[src/rtl/gpio_port_pkg.sv]
package gpio_port_pkg;

    typedef enum logic [1:0] {
        REG_DATA = 2'd0,
        REG_DIR  = 2'd1,
        REG_CTRL = 2'd2,
        REG_NONE = 2'd3
    } reg_sel_e;

    typedef enum logic {
        PORT_PLAIN   = 1'b0,
        PORT_SEGMENT = 1'b1
    } port_kind_e;

    // Number of control bits that are stored for a flavour
    function automatic int ctrl_bits(port_kind_e kind, int width);
        return (kind == PORT_SEGMENT) ? width : 1;
    endfunction

endpackage

[src/rtl/gpio_port_sync.sv]
module gpio_port_sync #(
    parameter int WIDTH = 8
) (
    input  logic             clk,
    input  logic             rst,
    input  logic [WIDTH-1:0] d,
    output logic [WIDTH-1:0] q
);
    logic [WIDTH-1:0] stage1;

    always_ff @(posedge clk) begin
        if (rst) begin
            stage1 <= '0;
            q      <= '0;
        end else begin
            stage1 <= d;
            q      <= stage1;
        end
    end
endmodule

[src/rtl/gpio_port_regs.sv]
module gpio_port_regs
    import gpio_port_pkg::*;
#(
    parameter int         WIDTH = 8,
    parameter port_kind_e KIND  = PORT_SEGMENT
) (
    input  logic             clk,
    input  logic             rst,
    input  logic             wr_en,
    input  reg_sel_e         sel,
    input  logic [WIDTH-1:0] wr_data,
    output logic [WIDTH-1:0] data_q,
    output logic [WIDTH-1:0] dir_q,
    output logic [WIDTH-1:0] ctrl_q
);
    localparam int               NCTRL     = ctrl_bits(KIND, WIDTH);
    localparam logic [WIDTH-1:0] CTRL_MASK = (NCTRL == WIDTH) ? '1 : WIDTH'(1);

    always_ff @(posedge clk) begin
        if (rst) begin
            data_q <= '0;
            dir_q  <= '0;
            ctrl_q <= '0;
        end else if (wr_en) begin
            case (sel)
                REG_DATA: data_q <= wr_data;
                REG_DIR:  dir_q  <= wr_data;
                REG_CTRL: ctrl_q <= wr_data & CTRL_MASK;
                default:  ;
            endcase
        end
    end

    p_reset_clear_r1: assert property (@(posedge clk)
        rst |=> (data_q == '0 && dir_q == '0 && ctrl_q == '0));

    p_latch_write_r7: assert property (@(posedge clk) disable iff (rst)
        (wr_en && sel == REG_DATA) |=> data_q == $past(wr_data));

    p_unused_write_r10: assert property (@(posedge clk) disable iff (rst)
        (wr_en && sel == REG_NONE) |=> ($stable(data_q) && $stable(dir_q) && $stable(ctrl_q)));
endmodule

[src/rtl/gpio_port_pad_ctrl.sv]
module gpio_port_pad_ctrl
    import gpio_port_pkg::*;
#(
    parameter int         WIDTH = 8,
    parameter port_kind_e KIND  = PORT_SEGMENT
) (
    input  logic [WIDTH-1:0] data_q,
    input  logic [WIDTH-1:0] dir_q,
    input  logic [WIDTH-1:0] ctrl_q,
    output logic [WIDTH-1:0] oe,
    output logic [WIDTH-1:0] out,
    output logic [WIDTH-1:0] pu
);
    assign out = data_q;

    generate
        if (KIND == PORT_SEGMENT) begin : g_segment
            assign oe = dir_q & ctrl_q;
            assign pu = ~dir_q & ctrl_q;
        end else begin : g_plain
            // only bit 0 of ctrl_q can be set, so the OR reduction is that bit
            assign oe = dir_q;
            assign pu = ~dir_q & {WIDTH{|ctrl_q}};
        end
    endgenerate
endmodule

[src/rtl/gpio_seg_port.sv]
module gpio_seg_port
    import gpio_port_pkg::*;
#(
    parameter int         WIDTH = 8,
    parameter port_kind_e KIND  = PORT_SEGMENT
) (
    input  logic             clk,
    input  logic             rst,
    input  logic             wr_en,
    input  logic [1:0]       addr,
    input  logic [WIDTH-1:0] wr_data,
    output logic [WIDTH-1:0] rd_data,
    input  logic [WIDTH-1:0] pin_in,
    output logic [WIDTH-1:0] pin_oe,
    output logic [WIDTH-1:0] pin_out,
    output logic [WIDTH-1:0] pin_pu
);
    reg_sel_e         sel;
    logic [WIDTH-1:0] data_q, dir_q, ctrl_q, pin_sync;

    assign sel = reg_sel_e'(addr);

    gpio_port_sync #(.WIDTH(WIDTH)) u_sync (
        .clk (clk),
        .rst (rst),
        .d   (pin_in),
        .q   (pin_sync)
    );

    gpio_port_regs #(.WIDTH(WIDTH), .KIND(KIND)) u_regs (
        .clk     (clk),
        .rst     (rst),
        .wr_en   (wr_en),
        .sel     (sel),
        .wr_data (wr_data),
        .data_q  (data_q),
        .dir_q   (dir_q),
        .ctrl_q  (ctrl_q)
    );

    gpio_port_pad_ctrl #(.WIDTH(WIDTH), .KIND(KIND)) u_pad (
        .data_q (data_q),
        .dir_q  (dir_q),
        .ctrl_q (ctrl_q),
        .oe     (pin_oe),
        .out    (pin_out),
        .pu     (pin_pu)
    );

    always_comb begin
        case (sel)
            REG_DATA: rd_data = (data_q & pin_oe) | (pin_sync & ~pin_oe);
            REG_DIR:  rd_data = dir_q;
            REG_CTRL: rd_data = ctrl_q;
            default:  rd_data = '0;
        endcase
    end

    // a pin is never both driven and pulled up
    p_drive_pull_excl_r9: assert property (@(posedge clk) disable iff (rst)
        (pin_oe & pin_pu) == '0);

    p_input_read_lag_r6: assert property (@(posedge clk) disable iff (rst)
        (addr == 2'd0 && !$past(rst, 1) && !$past(rst, 2))
            |-> ((rd_data ^ $past(pin_in, 2)) & ~pin_oe) == '0);

    p_input_undriven_r2: assert property (@(posedge clk) disable iff (rst)
        $past(wr_en && addr == 2'd1 && !rst) |-> (pin_oe & ~$past(wr_data)) == '0);
endmodule

[config.mk]
export PLATFORM = sky130hd
export DESIGN_NAME = gpio_seg_port
export DESIGN_NICKNAME = d
export VERILOG_FILES = /design/src/rtl/gpio_port_pkg.sv /design/src/rtl/gpio_port_sync.sv /design/src/rtl/gpio_port_regs.sv /design/src/rtl/gpio_port_pad_ctrl.sv /design/src/rtl/gpio_seg_port.sv
export SDC_FILE = /design/constraint.sdc
export NUM_CORES = 1
export LEC_CHECK = 0
export BUFFER_PORTS_ARGS = -buffer_cell sky130_fd_sc_hd__buf_2
export CORE_MARGIN = 5
export CORE_UTILIZATION = 50
export CTS_BUF_LIST = sky130_fd_sc_hd__clkbuf_16
export DETAILED_ROUTE_END_ITERATION = 10
export PLACE_DENSITY = 0.85
export SETUP_SLACK_MARGIN = 0.05
export SYNTH_ARGS = -nofsm -noshare
export SYNTH_HDL_FRONTEND = slang
export SYNTH_SLANG_ARGS = --single-unit
[constraint.sdc]
create_clock -name clk -period 1.71 [get_ports clk]
set_input_delay 0.171 -clock clk [delete_from_list [all_inputs] [get_ports clk]]
set_output_delay 0.171 -clock clk [all_outputs]
set_load 0.02 [all_outputs]
== After elaboration in Yosys (flattened, before gate mapping) ==
Index checks and enable logic that the tools add are counted.
Widths: inputs -> output; s select.
Storage, ports and cells
  register bits after elaboration: 40
  bits of input ports: 21
Cells by class
  reductions and logical operators: 4
  eq/ne operators: 2
  bitwise logic cells: 7
  multiplexer cells: 1
Operators by type and width (number)
  $and 8x8->8: 4
  $pmux 8 s3: 1
  $not 8->8: 2
  $or 8x8->8: 1
  $reduce_and 2->1: 3
  $eq 2x1->1 const B: 1
  $eq 2x2->1 const B: 1
  $logic_not 2->1: 1

== Logic depth before layout (Yosys ltp) ==
Gate-level depths: netlist of run 1.
  depth after elaboration: 5
  gate-level depth with buffers: 5
  mapped depth without buffers: 3

== Modules after synthesis ==
From an unflattened synthesis of run 1, not the netlist that was laid out.
Second synthesis, totals
  cell total of the unflattened synthesis: 175
  area, all modules: 1895.6 µm²
By module, submodules not included
  gpio_port_regs: area each 999.7 µm², instances 1, cells an instance 91
  gpio_port_sync: area each 464.2 µm², instances 1, cells an instance 33
  gpio_seg_port: area each 271.5 µm², instances 1, cells an instance 27
  gpio_port_pad_ctrl: area each 160.2 µm², instances 1, cells an instance 24

== Worst setup path after synthesis of run 1 ==
OpenSTA, ideal clock, no wires.
  path kind: register to output
  from: reg u_regs.dir_q[0]
  to: out rd_data[0]
  stages on the path, launching flop included: 4
  setup slack: 0.610 ns
  arrival time: 0.929 ns
  cells stage by stage: dfxtp_1 > mux2_2 > o21ai_0 > o2bb2ai_1
Between the ends
  cells in the longest elaborated chain, start to end: 5
  elaborated cells between the ends (all ways): 6
RTL lines
  start, declared: RTL line gpio_port_regs.sv:13  | output logic [WIDTH-1:0] dir_q,
  start signal, assigned: RTL line gpio_port_regs.sv:27  | REG_DIR: dir_q <= wr_data;
  $and 8x8->8: RTL line gpio_port_pad_ctrl.sv:18  | assign oe = dir_q & ctrl_q;
  $not 8->8: RTL line gpio_seg_port.sv:52  | REG_DATA: rd_data = (data_q & pin_oe) | (pin_sync & ~pin_oe);
  $and 8x8->8: RTL line gpio_seg_port.sv:52
  $or 8x8->8: RTL line gpio_seg_port.sv:52
  $pmux 8 s3 (*): RTL line gpio_seg_port.sv:51  | case (sel)
  end, declared: RTL line gpio_seg_port.sv:12  | output logic [WIDTH-1:0] rd_data,
Every way passes the cells marked *; elsewhere a longest branch is shown, timed or not.

== Worst setup path in the final report of run 1 ==
  from: in addr[0]
  to: out rd_data[0]
Between the ends
  cells in the longest elaborated chain, start to end: 2
  elaborated cells between the ends (all ways): 4
RTL lines
  start, declared: RTL line gpio_seg_port.sv:10  | input logic [1:0] addr,
  $eq 2x2->1, or another cell as far along: RTL line gpio_seg_port.sv:51
  $pmux 8 s3 (*): RTL line gpio_seg_port.sv:51
Marks and branches as above.

==> results.ini, run 1 <==
[outcome]
outcome = complete, no violations

[die]
std_cell_rows = 21
io_pins = 53
die_w_um = 68.77
dieArea_um2 = 4729
coreArea_um2 = 3337
initial_utilization_pct = 51.74
die_h_um = 68.77

[clock_network]
ctsHoldBuffers = 0
htree_levels = 2
cts_setup_buffers = 0
cts_resized = 0
cts_root_buffer = clkbuf_16
cts_made_buffers = 5
clk_latency_ns = 0.28
clock_sinks = 40
cts.path.max_buffers = 2
clk_pin_slew_ns = 0.06
cts_tree = yes

[sta]
fin_setup_tns_ns = 0
slew_viol_final = 0
tightest_slew_ns = 0.7012
finClkSkew_ns = 0.002184
fmax_ghz = 0.6632
fin_ws_ns = 0.2021
rsz0062_at_grt = false
final-setup-viol-count = 0
min_period_over_period_pct = 88.18
min_period_ns = 1.508
slew_headroom_pct = 53.25
finalHoldViolations = 0

[final_layout]
multi_input_area_um2 = 814.5
area_growth_syn_to_layout_pct = 25.58
fillers = 287
seqCellArea_um2 = 800.8
antenna_cells = 0
nets = 257
drive_gt1_share_pct = 31.22

[yosys]
synth_top_cell_area_share_pct = 46.38
syn-instance-count = 183
yosysWarnings = 0
async_reset_ff_share_pct = 0
syn_nets = 204
ys_seq_area_share_pct = 46.38
yosys-top-cells-area = dfxtp_1, mux2i_1, nor2b_1
netlist_area_um2 = 1727
synth_edf_count = 0
syn_area_per_cell_um2 = 9.435
synth_common_cells = dfxtp_1, mux2i_1, nor2_1, nor2b_1
synth_largest_area_cell = dfxtp_1
synth_flop_cell = dfxtp_1
ys_types = 15
synth_most_common_cell = dfxtp_1
synth-seq-cells = 40

[worst_setup_path]
crit_family = buffers and inverters
worstPathRequired_ns = 1.54
cp-start-kind = input pin
crit_slowest_cell = nand2b_1
max_stage_delay_ns = 0.36
path_class = input pin to output pin
endpoint_kind = output pin
crit_top_cell = buf_2
crit_chain = buf_2, nand2b_1, o21ai_0, o2bb2ai_1, buf_2
worstPathMaxFanout = 20
crit_buf_inv = 2
cp.arrival_ns = 1.34

[pwr]
power_density_nw_per_um2 = 1025
internal-power_mw = 1.741
power.share.sequential_pct = 44.6
p_leak_nw = 1.118
swShare_pct = 21.66
pwr-share-clk_pct = 46.3
ir_drop_v = 0.0007527
p_sw_mw = 0.4814
comb_power_share_pct = 9.0

[detailed_routing]
drc = 0
viasPerCell = 4.912
first_pass_iters = 4
post_drt_wl_per_cell_um = 12.70
via_count = 1390
antenna_left = 0
wl_mm = 3.594
drt_iter0_markers = 58

[placement]
portBuffers = 52
dpl_worst_slack_ns = 0.1867
dp_hpwl_mm = 2.590
place.gp.congestion = 0.7420

[grt]
grt_max_degree = 41
grt_pass1_wl_mm = 5.582
grt_overflow = 0
grt_usage_pct = 16.27
grt_pass1_vias = 1233
antenna_found_initial = 0

[worst_hold_path]
hold_class = input pin to flip-flop

[run]
maxCapViolations = 0

==> registers in the layout, indices dropped and copies added, names as in the netlist <==
| register | count |
|---|---|
| u_sync.q | 8 |
| u_regs.data_q | 8 |
| u_sync.stage1 | 8 |
| u_regs.dir_q | 8 |
| u_regs.ctrl_q | 8 |
==> per-stage QoR <==
step	std cells	power (mW)	hold slack (ns)	area, µm²	util, %
4_1_cts	283	2.246	0.09293	2168	64.98
3_3_place_gp	275	1.206	0.3797	2001	59.96
6_report	283	2.222	0.09987	2168	64.98
3_5_place_dp	275	1.212	0.3831	2001	59.96
5_1_grt	283	2.310	0.09716	2168	64.98
2_1_floorplan	183	1.146	0.2992	1727	-
==> logic make-up (layout without fill, tap and decap cells) <==
logic type,count (synthesis),after routing,share of synthesized area (%)
AO/OA/AOI/OAI,24,24,8.696
buffers and inverters,19,73,6.449
AND/OR/NAND/NOR,68,68,19.35
flip-flops,40,40,46.38
multiplexers,32,32,19.13
==> layout by cell type (no fill, tap or decap) <==
master,Yosys,routed
nor2_1,24,24
nor3b_2,1,1
buf_4,0,5
nand2_1,16,16
buf_2,2,52
dfxtp_1,40,40
nand3b_1,2,2
mux2_2,8,8
o21ai_0,16,16
clkinv_2,0,1
o2bb2ai_1,8,8
nand2b_1,1,1
nor2b_1,24,24
inv_1,8,8
bufinv_16,0,1
mux2i_1,24,24
clkinvlp_4,0,1
clkbuf_16,0,5
==> metal layers <==
metal / share of wire (%) / global-route usage, % / vias to the layer above
met5: 0 / 0 / -
met2: 45 / 24.91 / 49
met1: 45 / 20.72 / 623
li1: - / - / 713
met4: 1.3 / 8.029 / 0
met3: 8.7 / 4.862 / 5
==> power groups by stage <==
stage | Sequential [mW] | Clock (mW) | Combinational [mW]
after floorplan | 1.01 | 0 | 0.132
after detailed placement | 1.01 | 0 | 0.200
after CTS | 0.992 | 1.05 | 0.201
final | 0.992 | 1.03 | 0.200
after global routing | 0.997 | 1.10 | 0.218
after global placement | 1.01 | 0 | 0.197
==> final cells by class <==
type | instances | share of cell area, %
Sequential cell | 40 | 36.93
Timing Repair Buffer | 57 | 13.73
Inverter | 8 | 1.385
Clock buffer | 5 | 5.770
Tap cell | 46 | 2.654
Multi-Input combinational cell | 124 | 37.56
Clock inverter | 3 | 1.962
==> worst register-to-register path: stages (launching register included) <==
cell,delay (ns)
dfxtp_1,0.35
mux2i_1,0.15
nor2_1,0.05
==> path summary, 6_finish.rpt <==
check | startpoint | slack, ns | depth (start not counted) | to
setup / recovery | addr[0] | 0.20 | 5 | rd_data[0]
hold / removal | pin_in[4] | 0.1 | 2 | u_sync.stage1[4]
setup reg to reg | u_regs.dir_q[0] | 1.02 | 2 | u_regs.dir_q[0]
hold reg to reg | u_sync.stage1[2] | 0.43 | 1 | u_sync.q[2]
Note: power is estimated with default switching activity, not from simulation.
==> inputs of run 2 (changes only) <==
--- a/config.mk
+++ b/config.mk
@@ -10,8 +10,9 @@
 export CORE_UTILIZATION = 50
 export CTS_BUF_LIST = sky130_fd_sc_hd__clkbuf_16
 export DETAILED_ROUTE_END_ITERATION = 10
-export PLACE_DENSITY = 0.85
+export PLACE_DENSITY = 0.84
 export SETUP_SLACK_MARGIN = 0.05
 export SYNTH_ARGS = -nofsm -noshare
 export SYNTH_HDL_FRONTEND = slang
+export SYNTH_HIERARCHICAL = 1
 export SYNTH_SLANG_ARGS = --single-unit
==> results.ini, run 2 <==
[outcome]
outcome = complete, no violations  ; unchanged

[clock_network]
cts.path.max_buffers = 2  ; unchanged
cts_root_buffer = clkbuf_16  ; unchanged
cts_tree = yes  ; unchanged
cts_made_buffers = 5  ; unchanged
clk_latency_ns = 0.28  ; about the same
clock_sinks = 40  ; unchanged
clk_pin_slew_ns = 0.05  ; was 0.06 ns
htree_levels = 2  ; unchanged

[sta]
fin_setup_tns_ns = 0  ; unchanged
whs_ns = 0.1027  ; was 0.09987 ns
finClkSkew_ns = 0.006297  ; was 0.002184 ns
rsz0062_at_grt = true  ; was false
fmax_ghz = 0.5905  ; was 0.6632 GHz
fin_ws_ns = 0.01656  ; was 0.2021 ns
final-setup-viol-count = 0  ; unchanged
finalHoldViolations = 0  ; unchanged
slew_headroom_pct = 50.10  ; was 53.25%
min_period_ns = 1.693  ; was 1.508 ns
tightest_slew_ns = 0.7469  ; was 0.7012 ns
slew_viol_final = 0  ; unchanged
min_period_over_period_pct = 99.03  ; was 88.18%

[final_layout]
fillers = 287  ; unchanged
nets = 263  ; was 257
drive_gt1_share_pct = 56.20  ; was 31.22%
layout_common_cells = buf_2, nand2b_1, mux2i_1, dfxtp_1, buf_4  ; was buf_2, dfxtp_1, nor2b_1, mux2i_1, nor2_1
area_growth_syn_to_layout_pct = 34.32  ; was 25.58%
antenna_cells = 0  ; unchanged
final_common_cell = buf_2  ; unchanged
finalNonFillerCells = 290  ; was 283
fin_util_pct = 69.55  ; was 64.98%

[yosys]
yosys-top-cells-area = dfxtp_1, mux2i_1, nand2b_1  ; was dfxtp_1, mux2i_1, nor2b_1
synth-seq-cells = 40  ; unchanged
netlist_area_um2 = 1896  ; was 1727 µm²
syn-instance-count = 175  ; was 183
synth_top_cell_area_share_pct = 42.24  ; was 46.38%
syn_nets = 196  ; was 204
yosysWarnings = 6  ; was 0
ys_seq_area_share_pct = 42.24  ; was 46.38%
ys_types = 18  ; was 15
synth_flop_cell = dfxtp_1  ; unchanged
synth_edf_count = 0  ; unchanged
async_reset_ff_share_pct = 0  ; unchanged
synth_largest_area_cell = dfxtp_1  ; unchanged
syn_area_per_cell_um2 = 10.83  ; was 9.435 µm²
synth_common_cells = dfxtp_1, nand2b_1, mux2i_1, nor2b_1, and3b_2  ; was dfxtp_1, mux2i_1, nor2_1, nor2b_1
synth_most_common_cell = dfxtp_1  ; unchanged

[pwr]
p_leak_nw = 1.281  ; was 1.118 nW
ir_drop_v = 0.0009299  ; was 0.0007527 V
power_density_nw_per_um2 = 824.2  ; was 1025 nW/µm²

[grt]
grt_overflow = 0  ; unchanged
grt_max_degree = 25  ; was 41
grt_pass1_vias = 1531  ; was 1233
grt_pass1_wl_mm = 7.396  ; was 5.582 mm
grt_usage_pct = 18.54  ; was 16.27%
antenna_found_initial = 0  ; unchanged

[worst_setup_path]
cp.arrival_ns = 1.52  ; was 1.34 ns
crit_slowest_cell = dfxtp_2  ; was nand2b_1
cp-start-kind = flip-flop  ; was input pin
endpoint_kind = output pin  ; unchanged
max_stage_delay_ns = 0.34  ; was 0.36 ns
crit_buf_inv = 1  ; was 2
crit_family = flip-flops  ; was buffers and inverters
worstPathRequired_ns = 1.54  ; about the same
path_class = flip-flop to output pin  ; was input pin to output pin
crit_chain = and2_4, mux2_4, a221o_1, buf_6  ; was buf_2, nand2b_1, o21ai_0, o2bb2ai_1, buf_2
worstPathMaxFanout = 2  ; was 20

[detailed_routing]
via_count = 1478  ; was 1390
drt_iter0_markers = 53  ; was 58
antenna_left = 0  ; unchanged
viasPerCell = 5.097  ; was 4.912
first_pass_iters = 4  ; unchanged
post_drt_wl_per_cell_um = 15.15  ; was 12.70 µm
drc = 0  ; unchanged
wl_mm = 4.393  ; was 3.594 mm

[run]
maxCapViolations = 0  ; unchanged

[die]
initial_utilization_pct = 51.78  ; was 51.74%
dieArea_um2 = 5122  ; was 4729 µm²
die_w_um = 71.57  ; was 68.77 µm
coreArea_um2 = 3661  ; was 3337 µm²
io_pins = 53  ; unchanged
die_h_um = 71.57  ; was 68.77 µm
std_cell_rows = 22  ; was 21

[placement]
dp.cells = 265  ; was 275
dp_hpwl_mm = 2.907  ; was 2.590 mm
dpl_worst_slack_ns = 0.1673  ; was 0.1867 ns
portBuffers = 52  ; unchanged
place.gp.congestion = 0.7490  ; was 0.7420

[worst_hold_path]
hold_class = input pin to flip-flop  ; unchanged

==> run 2: worst register-to-register path: cells and delay by family (launching register included) <==
| family | cells | cell delay (ns) |
|---|---|---|
| buffers and inverters | 1 | 0.11 |
| and+or+nand+nor | 1 | 0.05 |
| muxes | 1 | 0.17 |
| DFF | 1 | 0.33 |
==> run 2: path summary, 6_finish.rpt <==
kind         cells past startpoint  slack, ns          endpoint             start
max                              4       0.02        rd_data[1]   u_regs/dir_q[1]
min                              2       0.10  u_sync/stage1[4]         pin_in[4]
max reg2reg                      3       0.95   u_regs/dir_q[2]   u_regs/dir_q[2]
min reg2reg                      1       0.44       u_sync/q[1]  u_sync/stage1[1]
==> run 2: final cells by class <==
type | count | area [µm²] | share of cell area [%]
sequential | 40 | 820.8 | 32.24
clock buffer | 5 | 125.1 | 4.914
clock inverter | 2 | 7.507 | 0.2948
timing repair buffer | 76 | 503.0 | 19.75
multi-input combinational | 119 | 1030 | 40.44
tap | 48 | 60.06 | 2.359
==> run 2: timing repair <==
item                                    4_1_cts  5_1_grt
pin swaps                                    13        1
hold buffers                                  0        0
setup buffers                                18        0
endpoints found under the setup margin        8        8
gates resized for setup                      48        0
==> run 2: power breakdown <==
group	internal, mW	switching (mW)
clock network	0.521	0.329
registers	0.973	0.0175
logic	0.135	0.124
==> run 2: stage by stage <==
stage | power [mW] | area, µm²
detailed placement | 1.227 | 2158
floorplan | 1.154 | 1896
global placement | 1.223 | 2158
CTS | 2.115 | 2546
global route | 2.173 | 2546
finish | 2.099 | 2546
==> run 2: cell families (layout without fill, tap and decap cells) <==
kind of cell / after synthesis / in the layout / synth area share (%)
AO/OA/AOI/OAI: 8 / 8 / 4.225
flip-flops: 40 / 40 / 42.24
AND/OR/NAND/NOR: 79 / 79 / 30.03
multiplexers: 32 / 32 / 17.43
buffers and inverters: 16 / 83 / 6.073
==> run 2: routing by layer <==
layer	global-route usage (%)	up-vias	share of wire, %	wire (µm)
li1	-	719	-	-
met1	21.48	708	43	1910
met2	31.94	45	48	2122
met3	6.031	6	6.7	294
met4	6.472	0	1.5	65
met5	0	-	0	0
